**src/rtl/desc_ctrl_pkg.sv**
```systemverilog
package desc_ctrl_pkg;

    localparam int DATA_W = 32;

    typedef enum logic [2:0] {
        ST_IDLE  = 3'd0,
        ST_BUSY  = 3'd1,
        ST_ERR   = 3'd2,
        ST_FAULT = 3'd3,
        ST_DONE  = 3'd4
    } job_state_e;

    // register byte offsets
    localparam logic [7:0] OFS_VERSION = 8'h00;
    localparam logic [7:0] OFS_DESC    = 8'h04;
    localparam logic [7:0] OFS_CTRL    = 8'h08;
    localparam logic [7:0] OFS_CMD     = 8'h0C;
    localparam logic [7:0] OFS_STATUS  = 8'h10;
    localparam logic [7:0] OFS_ERRSTAT = 8'h14;
    localparam logic [7:0] OFS_FADDR   = 8'h18;
    localparam logic [7:0] OFS_CURDESC = 8'h1C;
    localparam logic [7:0] OFS_INIDESC = 8'h20;

    // writable control bits: throttle, burst, reseed, irq enable
    localparam logic [DATA_W-1:0] CTRL_MASK = 32'hFFFF_0090;
    localparam int CTRL_IE_BIT = 4;

    // error status fields: source, dma dir/size/cause, unit detail, unit id
    localparam logic [DATA_W-1:0] ERR_MASK = 32'h3FFF_E70F;

    // command bit positions
    localparam int CMD_RESET_BIT  = 0;
    localparam int CMD_CLRINT_BIT = 8;
    localparam int CMD_CLRERR_BIT = 9;
    localparam int CMD_BATCH_BIT  = 16;
    localparam int CMD_DEBUG_BIT  = 18;

endpackage

```
**src/rtl/desc_cmd_decode.sv**
```systemverilog
module desc_cmd_decode
    import desc_ctrl_pkg::*;
#(
    parameter int ADDR_W = 8
) (
    input  logic              clk,
    input  logic              rst_n,
    input  logic              wr_en,
    input  logic [ADDR_W-1:0] addr,
    input  logic [4:0]        cmd_bits,   // {debug, batch, clr_err, clr_int, reset}
    output logic              wr_desc,
    output logic              wr_ctrl,
    output logic              cmd_reset,
    output logic              clr_int,
    output logic              clr_err,
    output logic              sel_batch,
    output logic              sel_debug
);

    logic wr_cmd;

    always_comb begin
        wr_desc   = wr_en && (addr == ADDR_W'(OFS_DESC));
        wr_ctrl   = wr_en && (addr == ADDR_W'(OFS_CTRL));
        wr_cmd    = wr_en && (addr == ADDR_W'(OFS_CMD));
        cmd_reset = wr_cmd && cmd_bits[0];
        clr_int   = wr_cmd && cmd_bits[1];
        clr_err   = wr_cmd && cmd_bits[2];
        sel_batch = wr_cmd && cmd_bits[3];
        sel_debug = wr_cmd && cmd_bits[4];
    end


    one_target_chk: assert property (@(posedge clk) disable iff (!rst_n)
        $onehot0({wr_desc, wr_ctrl, wr_cmd}));

endmodule

```
**src/rtl/desc_job_fsm.sv**
```systemverilog
module desc_job_fsm
    import desc_ctrl_pkg::*;
(
    input  logic              clk,
    input  logic              rst_n,
    input  logic              wr_desc,
    input  logic [DATA_W-1:0] desc_wdata,
    input  logic              cmd_reset,
    input  logic              clr_int,
    input  logic              clr_err,
    input  logic              eng_done,
    input  logic              eng_err,
    input  logic              eng_fault,
    output job_state_e        state,
    output logic              desc_full,
    output logic              go,
    output logic [DATA_W-1:0] go_addr,
    output logic              done_ev,
    output logic              err_ev,
    output logic              fault_ev,
    output logic              eng_start,
    output logic [DATA_W-1:0] eng_start_addr,
    output logic              eng_abort
);

    job_state_e        state_q, state_d;
    logic              pend_q, pend_d;
    logic [DATA_W-1:0] paddr_q, paddr_d;
    logic              ack;
    logic              outstanding;

    always_comb begin
        state_d  = state_q;
        pend_d   = pend_q;
        paddr_d  = paddr_q;
        go       = 1'b0;
        go_addr  = paddr_q;
        done_ev  = 1'b0;
        err_ev   = 1'b0;
        fault_ev = 1'b0;
        ack      = 1'b0;
        outstanding = (state_q == ST_BUSY) || (state_q == ST_DONE) || (state_q == ST_ERR);
        if (cmd_reset) begin
            state_d = ST_IDLE;
            pend_d  = 1'b0;
        end else begin
            unique case (state_q)
                ST_IDLE: begin
                    if (wr_desc) begin
                        go      = 1'b1;
                        go_addr = desc_wdata;
                        state_d = ST_BUSY;
                    end
                end
                ST_BUSY: begin
                    if (eng_fault) begin
                        fault_ev = 1'b1;
                        state_d  = ST_FAULT;
                    end else if (eng_err) begin
                        err_ev  = 1'b1;
                        state_d = ST_ERR;
                    end else if (eng_done) begin
                        done_ev = 1'b1;
                        state_d = ST_DONE;
                    end
                end
                ST_DONE:  ack = clr_int;
                ST_ERR:   ack = clr_int && clr_err;
                ST_FAULT: ack = 1'b0;
                default:  state_d = ST_IDLE;
            endcase
            if (wr_desc && outstanding) begin
                pend_d  = 1'b1;
                paddr_d = desc_wdata;
            end
            if (ack) begin
                if (pend_d) begin
                    go      = 1'b1;
                    go_addr = paddr_d;
                    pend_d  = 1'b0;
                    state_d = ST_BUSY;
                end else begin
                    state_d = ST_IDLE;
                end
            end
        end
    end

    // state register
    always_ff @(posedge clk or negedge rst_n) begin
        if (!rst_n) begin
            state_q <= ST_IDLE;
            pend_q  <= 1'b0;
            paddr_q <= '0;
        end else begin
            state_q <= state_d;
            pend_q  <= pend_d;
            paddr_q <= paddr_d;
        end
    end

    // engine-side outputs
    always_ff @(posedge clk or negedge rst_n) begin
        if (!rst_n) begin
            eng_start      <= 1'b0;
            eng_start_addr <= '0;
            eng_abort      <= 1'b0;
        end else begin
            eng_start <= go;
            eng_abort <= cmd_reset;
            if (go) begin
                eng_start_addr <= go_addr;
            end else if (cmd_reset) begin
                eng_start_addr <= '0;
            end
        end
    end

    assign state     = state_q;
    assign desc_full = pend_q;


    start_pulse_chk: assert property (@(posedge clk) disable iff (!rst_n)
        eng_start |=> !eng_start);


    start_busy_chk: assert property (@(posedge clk) disable iff (!rst_n)
        eng_start |-> state_q == ST_BUSY);


    idle_launch_chk: assert property (@(posedge clk) disable iff (!rst_n)
        (wr_desc && state_q == ST_IDLE && !cmd_reset)
        |=> (eng_start && eng_start_addr == $past(desc_wdata)));


    fault_sticky_chk: assert property (@(posedge clk) disable iff (!rst_n)
        (state_q == ST_FAULT && !cmd_reset) |=> state_q == ST_FAULT);


    reset_idle_chk: assert property (@(posedge clk) disable iff (!rst_n)
        cmd_reset |=> (state_q == ST_IDLE && !pend_q && eng_abort));

endmodule

```
**src/rtl/desc_reg_bank.sv**
```systemverilog
module desc_reg_bank
    import desc_ctrl_pkg::*;
#(
    parameter int ADDR_W     = 8,
    parameter int VERSION_ID = 3
) (
    input  logic              clk,
    input  logic              rst_n,
    input  logic              wr_desc,
    input  logic              wr_ctrl,
    input  logic [DATA_W-1:0] wdata,
    input  logic              cmd_reset,
    input  logic              clr_err,
    input  logic              sel_batch,
    input  logic              sel_debug,
    input  logic              rd_en,
    input  logic [ADDR_W-1:0] rd_addr,
    input  job_state_e        state,
    input  logic              desc_full,
    input  logic              go,
    input  logic [DATA_W-1:0] go_addr,
    input  logic              done_ev,
    input  logic              err_ev,
    input  logic              fault_ev,
    input  logic [DATA_W-1:0] eng_err_word,
    input  logic [DATA_W-1:0] eng_fault_addr,
    input  logic [DATA_W-1:0] eng_cur_addr,
    output logic              ctrl_ie,
    output logic [DATA_W-1:0] rdata
);

    logic [DATA_W-1:0] ctrl_q, desc_q, errstat_q, faddr_q, cur_q, ini_q;
    logic [1:0]        mode_q, mode_base;   // {debug, batch}
    logic [DATA_W-1:0] status_w, rd_mux;
    logic [2:0]        st_code;

    always_ff @(posedge clk or negedge rst_n) begin
        if (!rst_n) begin
            ctrl_q    <= '0;
            desc_q    <= '0;
            errstat_q <= '0;
            faddr_q   <= '0;
            cur_q     <= '0;
            ini_q     <= '0;
        end else if (cmd_reset) begin
            ctrl_q    <= '0;
            desc_q    <= '0;
            errstat_q <= '0;
            faddr_q   <= '0;
            cur_q     <= '0;
            ini_q     <= '0;
        end else begin
            if (wr_ctrl) ctrl_q <= wdata & CTRL_MASK;
            if (wr_desc) desc_q <= wdata;
            if (err_ev) begin
                errstat_q <= eng_err_word & ERR_MASK;
            end else if (clr_err) begin
                errstat_q <= '0;
            end
            if (err_ev || fault_ev) faddr_q <= eng_fault_addr;
            if (go) begin
                cur_q <= go_addr;
                ini_q <= go_addr;
            end else if (done_ev || err_ev || fault_ev) begin
                cur_q <= eng_cur_addr;
            end
        end
    end

    always_comb begin
        mode_base = cmd_reset ? 2'b00 : mode_q;
        if (sel_debug) begin
            mode_base = 2'b10;
        end else if (sel_batch) begin
            mode_base = 2'b01;
        end
    end

    always_ff @(posedge clk or negedge rst_n) begin
        if (!rst_n) mode_q <= 2'b00;
        else        mode_q <= mode_base;
    end

    always_comb begin
        st_code  = state;
        status_w = '0;
        status_w[2:0]   = st_code;
        status_w[3]     = desc_full;
        status_w[4]     = (state == ST_ERR);
        status_w[11]    = (state == ST_BUSY);
        status_w[16]    = mode_q[0];
        status_w[18]    = mode_q[1];
        status_w[31:24] = {5'b0, st_code};
    end

    always_comb begin
        unique case (rd_addr)
            ADDR_W'(OFS_VERSION): rd_mux = DATA_W'(VERSION_ID);
            ADDR_W'(OFS_DESC):    rd_mux = desc_q;
            ADDR_W'(OFS_CTRL):    rd_mux = ctrl_q;
            ADDR_W'(OFS_STATUS):  rd_mux = status_w;
            ADDR_W'(OFS_ERRSTAT): rd_mux = errstat_q;
            ADDR_W'(OFS_FADDR):   rd_mux = faddr_q;
            ADDR_W'(OFS_CURDESC): rd_mux = cur_q;
            ADDR_W'(OFS_INIDESC): rd_mux = ini_q;
            default:              rd_mux = '0;
        endcase
    end

    always_ff @(posedge clk or negedge rst_n) begin
        if (!rst_n)     rdata <= '0;
        else if (rd_en) rdata <= rd_mux;
    end

    assign ctrl_ie = ctrl_q[CTRL_IE_BIT];


    err_capture_chk: assert property (@(posedge clk) disable iff (!rst_n)
        err_ev |=> errstat_q == ($past(eng_err_word) & ERR_MASK));


    errstat_cause_chk: assert property (@(posedge clk) disable iff (!rst_n)
        !$stable(errstat_q) |-> $past(err_ev || clr_err || cmd_reset));


    mode_excl_chk: assert property (@(posedge clk) disable iff (!rst_n)
        $onehot0(mode_q));

endmodule

```
**src/rtl/desc_ctrl_regs.sv**
```systemverilog
module desc_ctrl_regs
    import desc_ctrl_pkg::*;
#(
    parameter int ADDR_W     = 8,
    parameter int VERSION_ID = 3
) (
    input  logic              clk,
    input  logic              rst_n,
    input  logic              reg_wr_en,
    input  logic              reg_rd_en,
    input  logic [ADDR_W-1:0] reg_addr,
    input  logic [31:0]       reg_wdata,
    output logic [31:0]       reg_rdata,
    input  logic              eng_done,
    input  logic              eng_err,
    input  logic              eng_fault,
    input  logic [31:0]       eng_err_word,
    input  logic [31:0]       eng_fault_addr,
    input  logic [31:0]       eng_cur_addr,
    output logic              eng_start,
    output logic [31:0]       eng_start_addr,
    output logic              eng_abort,
    output logic              irq
);

    logic              wr_desc, wr_ctrl, cmd_reset, clr_int, clr_err, sel_batch, sel_debug;
    logic [4:0]        cmd_bits;
    job_state_e        state;
    logic              desc_full, go, done_ev, err_ev, fault_ev, ctrl_ie;
    logic [DATA_W-1:0] go_addr;

    assign cmd_bits = {reg_wdata[CMD_DEBUG_BIT], reg_wdata[CMD_BATCH_BIT],
                       reg_wdata[CMD_CLRERR_BIT], reg_wdata[CMD_CLRINT_BIT],
                       reg_wdata[CMD_RESET_BIT]};

    desc_cmd_decode #(.ADDR_W(ADDR_W)) u_dec (
        .clk       (clk),
        .rst_n     (rst_n),
        .wr_en     (reg_wr_en),
        .addr      (reg_addr),
        .cmd_bits  (cmd_bits),
        .wr_desc   (wr_desc),
        .wr_ctrl   (wr_ctrl),
        .cmd_reset (cmd_reset),
        .clr_int   (clr_int),
        .clr_err   (clr_err),
        .sel_batch (sel_batch),
        .sel_debug (sel_debug)
    );

    desc_job_fsm u_fsm (
        .clk            (clk),
        .rst_n          (rst_n),
        .wr_desc        (wr_desc),
        .desc_wdata     (reg_wdata),
        .cmd_reset      (cmd_reset),
        .clr_int        (clr_int),
        .clr_err        (clr_err),
        .eng_done       (eng_done),
        .eng_err        (eng_err),
        .eng_fault      (eng_fault),
        .state          (state),
        .desc_full      (desc_full),
        .go             (go),
        .go_addr        (go_addr),
        .done_ev        (done_ev),
        .err_ev         (err_ev),
        .fault_ev       (fault_ev),
        .eng_start      (eng_start),
        .eng_start_addr (eng_start_addr),
        .eng_abort      (eng_abort)
    );

    desc_reg_bank #(.ADDR_W(ADDR_W), .VERSION_ID(VERSION_ID)) u_bank (
        .clk            (clk),
        .rst_n          (rst_n),
        .wr_desc        (wr_desc),
        .wr_ctrl        (wr_ctrl),
        .wdata          (reg_wdata),
        .cmd_reset      (cmd_reset),
        .clr_err        (clr_err),
        .sel_batch      (sel_batch),
        .sel_debug      (sel_debug),
        .rd_en          (reg_rd_en),
        .rd_addr        (reg_addr),
        .state          (state),
        .desc_full      (desc_full),
        .go             (go),
        .go_addr        (go_addr),
        .done_ev        (done_ev),
        .err_ev         (err_ev),
        .fault_ev       (fault_ev),
        .eng_err_word   (eng_err_word),
        .eng_fault_addr (eng_fault_addr),
        .eng_cur_addr   (eng_cur_addr),
        .ctrl_ie        (ctrl_ie),
        .rdata          (reg_rdata)
    );

    assign irq = ctrl_ie && ((state == ST_DONE) || (state == ST_ERR));


    fault_quiet_chk: assert property (@(posedge clk) disable iff (!rst_n)
        (state == ST_FAULT) |-> !irq);


    done_irq_chk: assert property (@(posedge clk) disable iff (!rst_n)
        (done_ev && ctrl_ie && !wr_ctrl) |=> irq);


    idle_quiet_chk: assert property (@(posedge clk) disable iff (!rst_n)
        (state == ST_IDLE && !wr_desc) |=> (state == ST_IDLE && !irq));

endmodule

```
**config.mk**
```make
export PLATFORM = sky130hd
export DESIGN_NAME = desc_ctrl_regs
export DESIGN_NICKNAME = d
export VERILOG_FILES = /design/src/rtl/desc_ctrl_pkg.sv /design/src/rtl/desc_cmd_decode.sv /design/src/rtl/desc_job_fsm.sv /design/src/rtl/desc_reg_bank.sv /design/src/rtl/desc_ctrl_regs.sv
export SDC_FILE = /design/constraint.sdc
export NUM_CORES = 1
export LEC_CHECK = 0
export BUFFER_PORTS_ARGS = -buffer_cell sky130_fd_sc_hd__buf_4
export CAP_MARGIN = 30
export CORE_ASPECT_RATIO = 1.75
export CORE_MARGIN = 2
export CORE_UTILIZATION = 51
export DETAILED_ROUTE_END_ITERATION = 10
export PLACE_DENSITY = 0.8
export SYNTH_ARGS = -nofsm -noshare
export SYNTH_HDL_FRONTEND = slang
export SYNTH_SLANG_ARGS = --single-unit
export TNS_END_PERCENT = 20
```
**constraint.sdc**
```tcl
create_clock -name clk -period 1.9 [get_ports clk]
set_input_delay 0.38 -clock clk [delete_from_list [all_inputs] [get_ports clk]]
set_output_delay 0.38 -clock clk [all_outputs]
set_load 0.02 [all_outputs]
```
Word-level counts from Yosys, hierarchy flattened
Index checks and enable logic that the tools add are counted.
- register bits: 296
- bits of input ports: 143
- bits in latches: 0
- bits in read-only memories: 0
- memories: 0
- output and inout port bits: 67
- bits in writable memories: 0
- reductions and logical operators: 28
- bitwise gates (word level): 0
- magnitude comparators: 0
- add/sub/neg operators: 0
- multiplexer cells: 57
- eq/ne operators: 15
- multiply operators: 0
- shift-type cells: 0
- div/mod/pow operators: 0
- operators with widths (cell ; count):
    $mux 32 ; 22
    $pmux 32 s8 ; 1
    $eq 8x5->1 const B ; 4
    $mux 1 ; 23
    $mux 3 ; 6
    $eq 8x4->1 const B ; 2
    $logic_and 1x1->1 ; 11
    $pmux 3 s3 ; 1
    $reduce_bool 3->1 ; 3
    $eq 8x3->1 const B ; 1
    $eq 8x6->1 const B ; 1
    $logic_not 8->1 ; 1
    $reduce_bool 2->1 ; 4
    $eq 3x2->1 const B ; 2
    $logic_or 1x1->1 ; 6
    $mux 2 ; 3
    $ne 6x5->1 const B ; 1
    $ne 4x1->1 const B ; 1
    $eq 3x1->1 const B ; 1
    $eq 3x3->1 const B ; 1
    $logic_not 3->1 ; 1
    $ne 3x1->1 const B ; 1
    $reduce_and 3->1 ; 1
    $reduce_or 3->1 ; 1
    $pmux 1 s2 ; 1

Depth between registers and ports, before layout
- depth in word-level cells: 11
- depth in mapped cells: 9
- mapped depth without buffers: 6

Hierarchy
Synthesis repeated with hierarchy kept, for this count alone.
- cells, all modules: 1136
- area total of the unflattened synthesis: 13402.9 um^2
- modules (own cells, without submodules) (module ; instances ; sequential area each (um^2) ; cells each ; area an instance (um^2)):
    desc_reg_bank ; 1 ; 5104.9 ; 848 ; 9694.3
    desc_job_fsm ; 1 ; 1751.7 ; 268 ; 3582.2
    desc_cmd_decode ; 1 ; 0.0 ; 18 ; 105.1
    desc_ctrl_regs ; 1 ; 0.0 ; 2 ; 21.3

Worst setup path after synthesis
OpenSTA, ideal clock, no wires.
- path kind: input to register
- from: input port reg_addr[2]
- to: register u_fsm.paddr_q[10]
- path slack: -139 ps
- library setup time: 125 ps
- path buffers: 3
- arrival: 1914 ps
- stages: 7
- cell sequence: clkbuf_2 > nor4b_2 > nand3_1 > buf_2 > nor2_4 > buf_4 > mux2_2
- longest elaborated chain between the ends: 4
- elaborated cells between the ends (all ways): 7
- classes of those cells: eq/ne (2); mux (1); reduce/logical (4)
- ends and longest elaborated chain (item ; RTL line ; text):
    start, declared ; desc_ctrl_regs.sv:11 ; input logic [ADDR_W-1:0] reg_addr,
    $eq 8x3->1 ; desc_cmd_decode.sv:23 ; wr_desc = wr_en && (addr == ADDR_W'(OFS_DESC));
    $logic_and 1x1->1 ; desc_cmd_decode.sv:23 ;
    $logic_and 1x1->1 ; desc_job_fsm.sv:72 ; if (wr_desc && outstanding) begin
    $mux 32 ; desc_job_fsm.sv:72 ;
    end signal, assigned ; desc_job_fsm.sv:98 ; paddr_q <= paddr_d;
    end, declared ; desc_job_fsm.sv:28 ; logic [DATA_W-1:0] paddr_q, paddr_d;
Parallel ways exist; a longest one is shown, timed or not.
A chain may end at the register's enable or synchronous reset.

Final worst setup path
- from: register u_fsm.state_q[1] (netlist: u_fsm.state[1])
- to: output port irq
- longest elaborated chain between the ends: 3
- elaborated cells between the ends (all ways): 4
- classes of those cells: eq/ne (2); reduce/logical (2)
- ends and longest elaborated chain (item ; RTL line ; text):
    start, declared ; desc_job_fsm.sv:26 ; job_state_e state_q, state_d;
    start signal, assigned ; desc_job_fsm.sv:96 ; state_q <= state_d;
    $eq 3x3->1 / $eq 3x2->1 (equally long branches) ; desc_ctrl_regs.sv:100 ; assign irq = ctrl_ie && ((state == ST_DONE) || (state == ST_ERR));
    $logic_or 1x1->1 (*) ; desc_ctrl_regs.sv:100 ;
    $logic_and 1x1->1 (*) ; desc_ctrl_regs.sv:100 ;
    end, declared ; desc_ctrl_regs.sv:23 ; output logic irq
Mark *: on every way between the ends. The rest lies on a longest branch, timed or not.

==> impl_metrics.ini <==
[finish]
layout_commonest_cell = buf_4
layout-drive-gt1-share_pct = 31.3
layout_common_cells = buf_4 (296), dfrtp_1 (274), nor2_1 (108)
final_area_um2 = 16800
final_nets = 1608
fillers = 1765
syn_to_final_growth_pct = 34.4

[synthesis]
synthSimpleGateAreaFrac_pct = 10.6
synth_seq_area_share_pct = 54.8
netlist_area_um2 = 12500
synthMuxAreaShare_pct = 5.45
synth_seq_cells = 274
ys_async_sr_fraction_pct = 100
synth_edf_count = 0
syn_nets = 1334
synth-compound-area-share_pct = 24.4
synth.avg_cell_area_um2 = 10.5
synth_cells = 1191
synth_top_family_by_area = compound AO/OA/AOI/OAI gates
yosysWarnings = 0
synth_cell_type_count = 65
synth-adder-area-share_pct = 0
synthFlopType = dfrtp_1
synth_xor_xnor_area_share_pct = 0.140

[timing]
min_period_ns = 2.03
fmaxAchievable_mhz = 491
skew_ns = 0.00919
finalSetupViolations = 50
fin_setup_tns_ns = -2.09
slew_headroom_pct = 58.9
fin_ws_ns = -0.135
finalCritPeriodShare_pct = 107
hold_viol = 0
worst_pin_slew_ns = 0.615
finalMaxSlewViolations = 0
rsz0062_at_grt = yes

[routing]
ant_nets = 0
vias = 11400
firstDrtPassIters = 7
routed_wl_um = 42300
wire_per_inst_um = 23.6
drc = 0
drt_iter0_drc = 989
viasPerCell = 6.37

[critical_path]
critical_path_class = reg2out
timing.rr.start = u_fsm.state[1]
crit_arrival_ns = 1.65
crit_fanout = 5
crit_path_end_kind = output port
crit_start = u_fsm.state[1]
cp-start-kind = flop
required_ns = 1.52

[hold_path]
worstHoldPathType = in2reg
min_from = eng_fault_addr[5]

[status]
status = finished with violations
violations = setup timing

[global_route]
overflow = 0
grt_pass1_wl_um = 63200
grt_pass1_vias = 11300
grt_max_degree = 61
grt_antenna_before_repair = 1
track_usage_pct = 32.1

[clock_network]
cts_root_buffer = clkbuf_16
cts.sinks = 274
cts-htree-levels = 1
cts_tree = yes
cts.reportedPaths.clkPinSlew_ns = 0.07
clk_latency_ns = 0.54
cts_buffers = 27
clockBufferDepth = 3

[flow_run]
drv_cap = 0

[power_and_ir_drop]
p_per_area_nw_per_um2 = 1100
power_mw = 18.6
p_leak_nw = 8.30
peakVddDrop_mv = 0.674

[placement]
dp_slack_ns = -0.280
hpwl_um = 29900
gp_congestion = 0.959
place_area_um2 = 15400
port_buffers = 201

[floorplanning]
die_w_um = 122
ioPinCount = 210
dieArea_um2 = 25900
row_count = 75
core_area_um2 = 24000
initial_core_util_pct = 52.1
fp.dieH_um = 211
[layer usage]
layer  track usage, %  routed length [um]  vias up
li1                 -                   -     4951
met1             41.9               15800     5710
met2             52.1               20900      664
met3             5.62                3730      110
met4             14.4                1870        0
met5                0                   0        -
[state kept, by name (all words and copies together) (netlist names)]
register	cells
u_bank.desc_q	32
u_bank.errstat_q	24
u_bank.mode_q	2
u_bank.cur_q	32
u_fsm.eng_abort	1
u_bank.ini_q	32
u_fsm.desc_full	1
u_fsm.state	3
u_bank.rdata	32
u_bank.faddr_q	32
u_fsm.eng_start	1
u_fsm.eng_start_addr	32
u_bank.ctrl_q	18
u_fsm.paddr_q	32
[final timing paths]
path	end	slack, ns	cells past startpoint
min in group asynchronous	u_fsm.eng_start_addr[6]	0.34	2
max reg2reg	u_bank.cur_q[0]	-0.12	8
min	u_bank.faddr_q[5]	0.05	2
max	irq	-0.13	5
max in group asynchronous	u_bank.rdata[23]	0.91	3
min reg2reg	u_bank.rdata[9]	0.48	1
[worst max-delay path, cell delays in order, from the launching register on]
cell and delay, ns:
dfrtp_1 0.40, buf_6 0.14, buf_6 0.11, xor2_1 0.13, and3_1 0.21, buf_6 0.13
[power breakdown]
group,total [mW],switching [mW],internal (mW)
Clock,5.71,2.32,3.39
Sequential,8.01,0.968,7.04
Combinational,4.85,2.29,2.57
Total,18.6,5.57,13.0
[cell families after synthesis]
kind of cell | after synthesis
AOI/OAI and AO/OA | 444
DFF | 274
and+or+nand+nor | 271
buffers and inverters | 133
muxes | 67
xor gates and xnor gates | 2
[cell usage after synthesis (5+ instances only)]
cell	count	area share (%)
a22o_1	85	5.9
dfrtp_1	274	55
mux2i_1	58	4.6
a21oi_1	107	4.3
a31oi_1	23	1.1
o22a_1	5	0.35
nor3_1	30	1.2
nand2_1	60	1.8
o21ai_0	55	2.2
mux2_2	7	0.63
inv_1	32	0.96
o31ai_1	24	1.4
a32o_1	7	0.56
clkbuf_1	48	1.4
a221oi_1	5	0.35
buf_1	6	0.18
o21ai_1	7	0.28
buf_4	8	0.48
buf_2	36	1.4
nand3_1	23	0.92
o2bb2ai_1	5	0.35
nor2_1	116	3.5
a22oi_1	60	3.6
a21o_1	32	1.9
a222oi_1	6	0.48
[timing repair]
item	4_1_cts	5_1_grt
setup endpoints to repair	114	176
resized for setup	19	71
setup buffers	7	2
hold buffers	1	0
endpoints found under the hold margin	38	0
pin swaps	12	46
cloned	0	1
[area by class of cell]
cell class / instances / area [um2] / area share [%]
diodes: 1 / 2.50 / 0.0149
clock buffers: 38 / 777 / 4.62
clock inverters: 11 / 164 / 0.974
inverters: 34 / 130 / 0.773
multi-input cells: 784 / 5460 / 32.4
flip-flops and latches: 274 / 6860 / 40.7
well taps: 308 / 385 / 2.29
repair buffers: 344 / 3050 / 18.1
[per-stage QoR]
stage,cells,hold WS (ns),util (%)
3_5_place_dp,1733,0.319,64.1
3_3_place_gp,1733,0.312,64.1
2_1_floorplan,1191,0.0844,-
4_1_cts,1790,0.0393,68.5
6_report,1794,0.0477,70.1
5_1_grt,1794,0.0511,70.1
(Power assumes the default switching activity.)
